### config.mk
export PLATFORM = sky130hd
export DESIGN_NAME = hostport_regs
export DESIGN_NICKNAME = d
export VERILOG_FILES = /design/src/rtl/hostport_regs.sv
export SDC_FILE = /design/constraint.sdc
export NUM_CORES = 1
export LEC_CHECK = 0
export BUFFER_PORTS_ARGS = -buffer_cell sky130_fd_sc_hd__buf_4
export CORE_MARGIN = 8
export CORE_UTILIZATION = 53
export CTS_BUF_LIST = sky130_fd_sc_hd__clkbuf_16
export DETAILED_ROUTE_END_ITERATION = 10
export HOLD_SLACK_MARGIN = 0.15
export PLACE_DENSITY = 0.82
export SETUP_SLACK_MARGIN = 0.4
export SYNTH_ARGS = -nofsm -noshare
export SYNTH_HDL_FRONTEND = slang
export SYNTH_SLANG_ARGS = --single-unit
### constraint.sdc
create_clock -name clk -period 2.25 [get_ports clk]
set_input_delay 0.1125 -clock clk [delete_from_list [all_inputs] [get_ports clk]]
set_output_delay 0.1125 -clock clk [all_outputs]
set_load 0.05 [all_outputs]
### src/rtl/hostport_regs.sv
module hostport_regs #(
  parameter int DW = 4
) (
  input  logic          clk,
  input  logic          rst_n,
  input  logic          mode_sep,
  input  logic          cs_n,
  input  logic          rsel,
  input  logic          pin_a,
  input  logic          pin_b,
  input  logic [DW-1:0] d_in,
  output logic [DW-1:0] d_out,
  output logic          d_oe,
  input  logic          tx_done,
  input  logic          rx_valid,
  input  logic [DW-1:0] rx_code,
  output logic [DW-1:0] tx_data,
  output logic [DW-1:0] ctrl_a,
  output logic [DW-1:0] ctrl_b,
  output logic          irq_drive
);
  localparam int IEN = 2;
  localparam int PTR = DW - 1;

  logic wact, ract, wact_q, ract_q, wsel_q, rsel_q, ptr;
  logic commit, rclr, pend, txf, rxf;
  logic [DW-1:0] wdat_q, rx_reg, status;

  assign wact = !cs_n && (mode_sep ? !pin_a : (!pin_a && pin_b));
  assign ract = !cs_n && (mode_sep ? !pin_b : (pin_a && pin_b));
  assign commit = wact_q && !wact;
  assign rclr = ract_q && !ract && rsel_q;

  assign status = {{(DW-3){1'b0}}, rxf, txf, pend};
  assign d_out = rsel ? status : rx_reg;
  assign d_oe = ract;
  assign irq_drive = pend && ctrl_a[IEN];

  always_ff @(posedge clk or negedge rst_n) begin
    if (!rst_n) begin
      wact_q <= 1'b0;
      ract_q <= 1'b0;
      wsel_q <= 1'b0;
      rsel_q <= 1'b0;
      wdat_q <= '0;
      tx_data <= '0;
      ctrl_a <= '0;
      ctrl_b <= '0;
      ptr <= 1'b0;
      rx_reg <= '0;
      pend <= 1'b0;
      txf <= 1'b0;
      rxf <= 1'b0;
    end else begin
      wact_q <= wact;
      ract_q <= ract;
      if (wact) begin
        wdat_q <= d_in;
        wsel_q <= rsel;
      end
      if (ract) rsel_q <= rsel;
      if (commit) begin
        if (!wsel_q) tx_data <= wdat_q;
        else if (ptr) begin
          ctrl_b <= wdat_q;
          ptr <= 1'b0;
        end else begin
          ctrl_a <= wdat_q;
          ptr <= wdat_q[PTR];
        end
      end
      if (rx_valid) rx_reg <= rx_code;
      txf <= (txf && !rclr) || tx_done;
      rxf <= (rxf && !rclr) || rx_valid;
      pend <= (pend && !rclr) || ((tx_done || rx_valid) && ctrl_a[IEN]);
    end
  end
endmodule


==> flow_metrics.env, run 1 <==
export IMPL_rsz0062_at_grt="no"
export IMPL_critPathTopFamily="flip-flops"
export IMPL_power_density_mw_per_mm2=1270
export IMPL_cts_buffers=3
export IMPL_path_cells="nand3_1, a21oi_1, mux2_2"
export IMPL_synth_ff_type="dfrtp_1"
export IMPL_grt_first_pass_wirelength_um=4280
export IMPL_pwr_share_comb=0.406
export IMPL_clock_latency_ps=250
export IMPL_fp_row_count=17
export IMPL_hold_viol_final=0
export IMPL_hold_buffers=9
export IMPL_postCtsSetupRepairBufs=0
export IMPL_grt_pass1_vias=898
export IMPL_syn_num_nets=101
export IMPL_clk_path_buf_depth=2
export IMPL_firstDrtPassIters=3
export IMPL_p_switching_mw=0.802
export IMPL_ys_seq_elements=28
export IMPL_finalInstanceArea_mm2=0.00166
export IMPL_pwr_share_seq=0.355
export IMPL_netlist_top_cells_count="28 x dfrtp_1, 22 x mux2_2, 8 x nor2_1, 6 x a21oi_1, 4 x mux2_4"
export IMPL_htree_num_levels=1
export IMPL_max_cap_violations=0
export IMPL_synth_cell_types=17
export IMPL_first_iter_violations=22
export IMPL_chipHeight_um=63.4
export IMPL_die_area_mm2=0.00401
export IMPL_finalMaxSlewViolations=0
export IMPL_placedInstanceArea_mm2=0.00147
export IMPL_die_w_um=63.4
export IMPL_crit_path_end_kind="flip-flop"
export IMPL_synthCells=84
export IMPL_tritoncts="done"
export IMPL_synth_largest_area_cell="dfrtp_1"
export IMPL_swShare=0.379
export IMPL_vias_per_cell=5.03
export IMPL_wl_per_cell_um=16.5
export IMPL_crit_arrival_ps=1520
export IMPL_gp_congestion=0.791
export IMPL_postCtsResizedCells=0
export IMPL_fin_crit_sh=0.613
export IMPL_nets=147
export IMPL_ant_nets=0
export IMPL_track_usage=0.130
export IMPL_cts_sinks=28
export IMPL_cpMaxStageDelayCell="dfrtp_1"
export IMPL_path_clk_slew_ps=60
export IMPL_pwr_share_clk=0.238
export IMPL_antenna_found_initial=0
export IMPL_period_needed_ps=1380
export IMPL_hold_class="in -> reg"
export IMPL_synthTopCellsByArea="dfrtp_1 59%, mux2_2 21%, mux2_4 5.1%, a21oi_1 2.5%, nor2_1 2.5%"
export IMPL_start_util=0.548
export IMPL_finalClockSkew_ps=2.11
export IMPL_drc_errors=0
export IMPL_finalSetupTns_ps=0
export IMPL_port_buffers=34
export IMPL_slew_headroom=0.694
export IMPL_fmax_mhz=725
export IMPL_synth_edf_count=0
export IMPL_pin_count=35
export IMPL_max_slew_worst_pin_slew_ps=457
export IMPL_hpwlAfterDp_um=1820
export IMPL_worstSetupStartpointType="flip-flop"
export IMPL_max_stage_delay_ps=440
export IMPL_outcome="finished clean"
export IMPL_grt_max_degree=29
export IMPL_timing_critical_path_buf_inv=0
export IMPL_intPower_mw=1.31
export IMPL_vias=789
export IMPL_yosysMostFrequentCell="dfrtp_1"
export IMPL_setup_violations=0
export IMPL_syn2layout_area_growth_pct=39.9
export IMPL_path_class="reg -> reg"
export IMPL_drive_gt1_frac=0.519
export IMPL_ys_seq_area_frac=0.589
export IMPL_postSynthAreaPerCell_um2=14.2
export IMPL_overflow=0
export IMPL_leakage_nw=0.769
export IMPL_yosys_warnings=0
export IMPL_netlist_area_mm2=0.00119
export IMPL_root_buffer="clkbuf_16"
export IMPL_ys_async_sr_fraction=1.00
export IMPL_core_mm2=0.00217
export IMPL_netlist_area_leader_share=0.589
export IMPL_critical_path_max_fanout=4
export IMPL_required_ps=2390
export IMPL_diodes=0
export IMPL_max_vdd_ir_drop_uv=902
export IMPL_drt_wl_total_um=2590
export IMPL_fillers=137
cells by family (layout without fill, tap and decap cells):
kind of cell	Yosys count	in the layout	share of synthesized area
muxes	26	26	0.259
buffers and inverters	4	49	0.0158
DFF	28	28	0.589
and+or+nand+nor	17	17	0.0726
AOI/OAI and AO/OA	9	9	0.0632
path summary, 6_finish.rpt:
kind / start / to / slack (ps) / cells after the start
max in group asynchronous: rst_n / rx_reg[1] / 1680 / 2
min in group asynchronous: rst_n / wdat_q[1] / 320 / 2
max: ptr / ctrl_b[0] / 870 / 3
max reg2reg: ptr / ctrl_b[0] / 870 / 3
min reg2reg: rx_reg[3] / rx_reg[3] / 500 / 1
min: tx_done / txf / 150 / 3
routing by layer:
layer / vias to the layer above / global-route usage / wire, µm / share of wire
met4: 0 / 0.0557 / 30 / 0.012
met5: - / 0 / 0 / 0
met1: 395 / 0.148 / 1100 / 0.42
met3: 2 / 0.0230 / 76 / 0.029
li1: 380 / - / - / -
met2: 12 / 0.231 / 1380 / 0.53
per-stage QoR:
stage               hold WS (ps)  total power, mW   util  setup WS [ps]  cells
finish                       153             2.11  0.766            870    157
global route                 165             2.19  0.766            782    157
CTS                          159             2.13  0.766            860    157
detailed placement          38.2             1.61  0.676            762    144
global placement            41.6             1.59  0.676            815    144
floorplan                   -183             1.32      -           1010     84
power by group through the flow:
stage	Sequential [mW]	Combinational, mW	Clock (mW)
4_1_cts	0.750	0.870	0.507
5_1_grt	0.768	0.892	0.529
3_5_place_dp	0.756	0.849	0
3_3_place_gp	0.746	0.840	0
6_report	0.751	0.859	0.504
2_1_floorplan	1.05	0.271	0
layout make-up:
type	count	area [µm²]	area share
clock buffers	3	75.1	0.0451
well taps	28	35.0	0.0211
inverters	2	7.51	0.00451
repair buffers	43	345	0.208
flip-flops and latches	28	701	0.421
clock inverters	1	30.0	0.0181
multi-input cells	52	469	0.282
placed cells by master, fill, tap and decap left out:
cell type      count
mux2_2            22
nor2b_1            2
inv_1              2
o21a_1             1
mux2_4             4
a211o_4            1
or2_4              1
dlygate4sd3_1      9
nand3_1            1
clkbuf_16          3
nor2_1             8
a21oi_1            6
a211oi_4           1
buf_4             34
nor4bb_1           1
nand2_1            2
dfrtp_1           28
and2_1             2
bufinv_16          1
worst min-delay path, cell delays in order:
cell     delay (ps)
buf_4            90
nor2_1           40
a21oi_1         120
Note: power is estimated with default switching activity, not from simulation.
==> run 2, diff against run 1 <==
--- a/config.mk
+++ b/config.mk
@@ -5,13 +5,14 @@
 export SDC_FILE = /design/constraint.sdc
 export NUM_CORES = 1
 export LEC_CHECK = 0
+export ABC_AREA = 1
 export BUFFER_PORTS_ARGS = -buffer_cell sky130_fd_sc_hd__buf_4
 export CORE_MARGIN = 8
-export CORE_UTILIZATION = 53
+export CORE_UTILIZATION = 49
 export CTS_BUF_LIST = sky130_fd_sc_hd__clkbuf_16
 export DETAILED_ROUTE_END_ITERATION = 10
 export HOLD_SLACK_MARGIN = 0.15
-export PLACE_DENSITY = 0.82
+export PLACE_DENSITY = 0.76
 export SETUP_SLACK_MARGIN = 0.4
 export SYNTH_ARGS = -nofsm -noshare
 export SYNTH_HDL_FRONTEND = slang
==> constraint.sdc (replaced) <==
create_clock -name clk -period 1.4 [get_ports clk]
set_input_delay 0.07 -clock clk [delete_from_list [all_inputs] [get_ports clk]]
set_output_delay 0.07 -clock clk [all_outputs]
set_load 0.05 [all_outputs]
==> run 2 against run 1 <==
  * Area after synthesis down 1.5%
  * Clock skew up 3.1 ps
  * Critical path depth up 2
  * Setup slack worse by 480 ps
  * Sequential share of layout area down 1.9 points
  * First-iteration DRC count up 91%
  * Non-clock buffer count up 5
  * Largest power group unchanged
==> flow_metrics.env, run 2 <==
export IMPL_wl_per_cell_um=14.1
export IMPL_path_class="reg -> reg"
export IMPL_grt_max_degree=29
export IMPL_diodes=0
export IMPL_final_setup_worst_slack_ps=386
export IMPL_finalClockSkew_ps=5.20
export IMPL_yosysMostFrequentCell="nand2_1"
export IMPL_synth_cell_types=17
export IMPL_port_buffers=34
export IMPL_vias_per_cell=4.88
export IMPL_netlist_area_leader_share=0.598
export IMPL_path_depth=5
export IMPL_max_vdd_ir_drop_uv=1490
export IMPL_ant_nets=0
export IMPL_synthCells=122
export IMPL_root_buffer="clkbuf_16"
export IMPL_antenna_found_initial=0
export IMPL_rsz0062_at_grt="yes"
export IMPL_grt_first_pass_wirelength_um=4490
export IMPL_vias=980
export IMPL_pin_count=35
export IMPL_hold_class="in -> reg"
export IMPL_synth_largest_area_cell="dfrtp_1"
export IMPL_ys_async_sr_fraction=1.00
export IMPL_synth_ff_type="dfrtp_1"
export IMPL_slew_headroom=0.772
export IMPL_layout_commonest_cell="nand2_1"
export IMPL_syn_num_nets=139
export IMPL_power_density_mw_per_mm2=1880
export IMPL_rr_worst_depth=5
export IMPL_netlist_top_cells_count="39 x nand2_1, 28 x dfrtp_1, 15 x inv_1, 14 x o21ai_0, 11 x o21ai_1"
export IMPL_timing_critical_path_buf_inv=1
export IMPL_gp_congestion=0.783
export IMPL_fin_crit_sh=0.724
export IMPL_postSynthAreaPerCell_um2=9.60
export IMPL_cpMaxStageDelayCell="dfrtp_1"
export IMPL_overflow=0
export IMPL_critPathTopFamily="flip-flops"
export IMPL_drive_gt1_frac=0.364
export IMPL_netlist_area_mm2=0.00117
export IMPL_worstSetupStartpointType="flip-flop"
export IMPL_ys_seq_area_frac=0.598
export IMPL_hold_depth=4
export IMPL_syn2layout_area_growth_pct=49.0
export IMPL_placedInstanceArea_mm2=0.00147
export IMPL_die_area_mm2=0.00421
export IMPL_setup_violations=0
export IMPL_tritoncts="done"
export IMPL_crit_path_end_kind="flip-flop"
export IMPL_period_needed_ps=1010
export IMPL_start_util=0.524
export IMPL_max_stage_delay_ps=400
export IMPL_drc_errors=0
export IMPL_critical_path_max_fanout=7
export IMPL_max_slew_worst_pin_slew_ps=342
export IMPL_ys_seq_elements=28
export IMPL_first_iter_violations=42
export IMPL_synthTopCellsByArea="dfrtp_1 60%, nand2_1 13%, o21ai_0 6.0%, inv_1 4.8%, o21ai_1 4.7%"
export IMPL_crit_arrival_ps=1160
export IMPL_path_cells="inv_2, nor2_4, nand3_4, nand2_2, o21ai_1"
export IMPL_leakage_nw=0.886
export IMPL_final_cell_mix="33 x nand2_1, 32 x buf_4, 26 x dfrtp_1, 14 x inv_1"
export IMPL_core_mm2=0.00223
export IMPL_finalSetupTns_ps=0
export IMPL_cts_buffers=3
export IMPL_htree_num_levels=1
export IMPL_outcome="finished clean"
export IMPL_max_cap_violations=0
export IMPL_clock_latency_ps=260
export IMPL_yosys_warnings=0
export IMPL_finalInstanceArea_mm2=0.00175
export IMPL_finalMaxSlewViolations=0
export IMPL_fp_row_count=17
export IMPL_drt_wl_total_um=2840
export IMPL_required_ps=1540
export IMPL_dp_slack_ps=424
export IMPL_synth_edf_count=0
export IMPL_cts_sinks=28
export IMPL_fmax_mhz=987
export IMPL_hpwlAfterDp_um=1890
export IMPL_chipHeight_um=64.9
export IMPL_track_usage=0.131
export IMPL_hold_viol_final=0
export IMPL_firstDrtPassIters=4
export IMPL_die_w_um=64.9
export IMPL_fillers=164
export IMPL_nets=191
export IMPL_path_clk_slew_ps=60
export IMPL_clk_path_buf_depth=2
export IMPL_grt_pass1_vias=1025
[run 2: path summary, 6_finish.rpt]
check	slack (ps)	from	to
worst max-delay path	390	wsel_q	ctrl_a[2]
worst min-delay path	160	cs_n	ract_q
worst max register to register	390	wsel_q	ctrl_a[2]
worst min register to register	470	txf	txf
max in group asynchronous	860	rst_n	ctrl_a[2]
min in group asynchronous	260	rst_n	ctrl_b[2]
[run 2: per-stage QoR]
stage | cells | utilization | hold WS, ps | power, mW
3_5_place_dp | 183 | 0.658 | 3.06 | 2.32
4_1_cts | 200 | 0.769 | 158 | 3.23
2_1_floorplan | 122 | - | -226 | 1.92
3_3_place_gp | 183 | 0.658 | 0.785 | 2.29
5_1_grt | 201 | 0.782 | 177 | 3.43
6_report | 201 | 0.782 | 159 | 3.29
[run 2: cell type report]
type | count | area (µm²) | share of cell area
Timing Repair Buffer | 48 | 407 | 0.233
Clock inverter | 1 | 30.0 | 0.0172
Tap cell | 28 | 35.0 | 0.0201
Clock buffer | 3 | 75.1 | 0.0430
Inverter | 17 | 66.3 | 0.0380
Sequential cell | 28 | 703 | 0.403
Multi-Input combinational cell | 76 | 429 | 0.246
[run 2: where the power goes]
part	switching, mW	total [mW]	internal [mW]	leakage [nW]
Sequential	0.142	1.15	1.00	0.344
Clock	0.261	0.830	0.569	0.0511
Combinational	0.867	1.31	0.444	0.492
Total	1.27	3.29	2.02	0.886
[run 2: repair_timing]
action / CTS / global route
cloned: 0 / 0
endpoints found under the setup margin: 4 / 17
pin swaps: 0 / 3
buffers inserted: 2 / 1
hold endpoints to repair: 39 / 0
resized for setup: 5 / 9
hold buffers: 11 / 0
[run 2: kinds of logic after synthesis]
| family | Yosys count | synth area share |
|---|---|---|
| and+or+nand+nor | 50 | 0.231 |
| DFF | 28 | 0.598 |
| buffers and inverters | 18 | 0.0598 |
| AOI/OAI and AO/OA | 26 | 0.111 |
[run 2: worst min-delay path: stages]
cell and delay, ps:
buf_4 100, a21oi_1 40, nand2_1 100, inv_1 60
[run 2: routing by layer]
| metal | vias to the layer above | global-route usage | wire length [µm] |
|---|---|---|---|
| met2 | 29 | 0.216 | 1470 |
| met5 | - | 0 | 0 |
| li1 | 488 | - | - |
| met3 | 7 | 0.0430 | 207 |
| met1 | 456 | 0.150 | 1120 |
| met4 | 0 | 0.0599 | 53 |
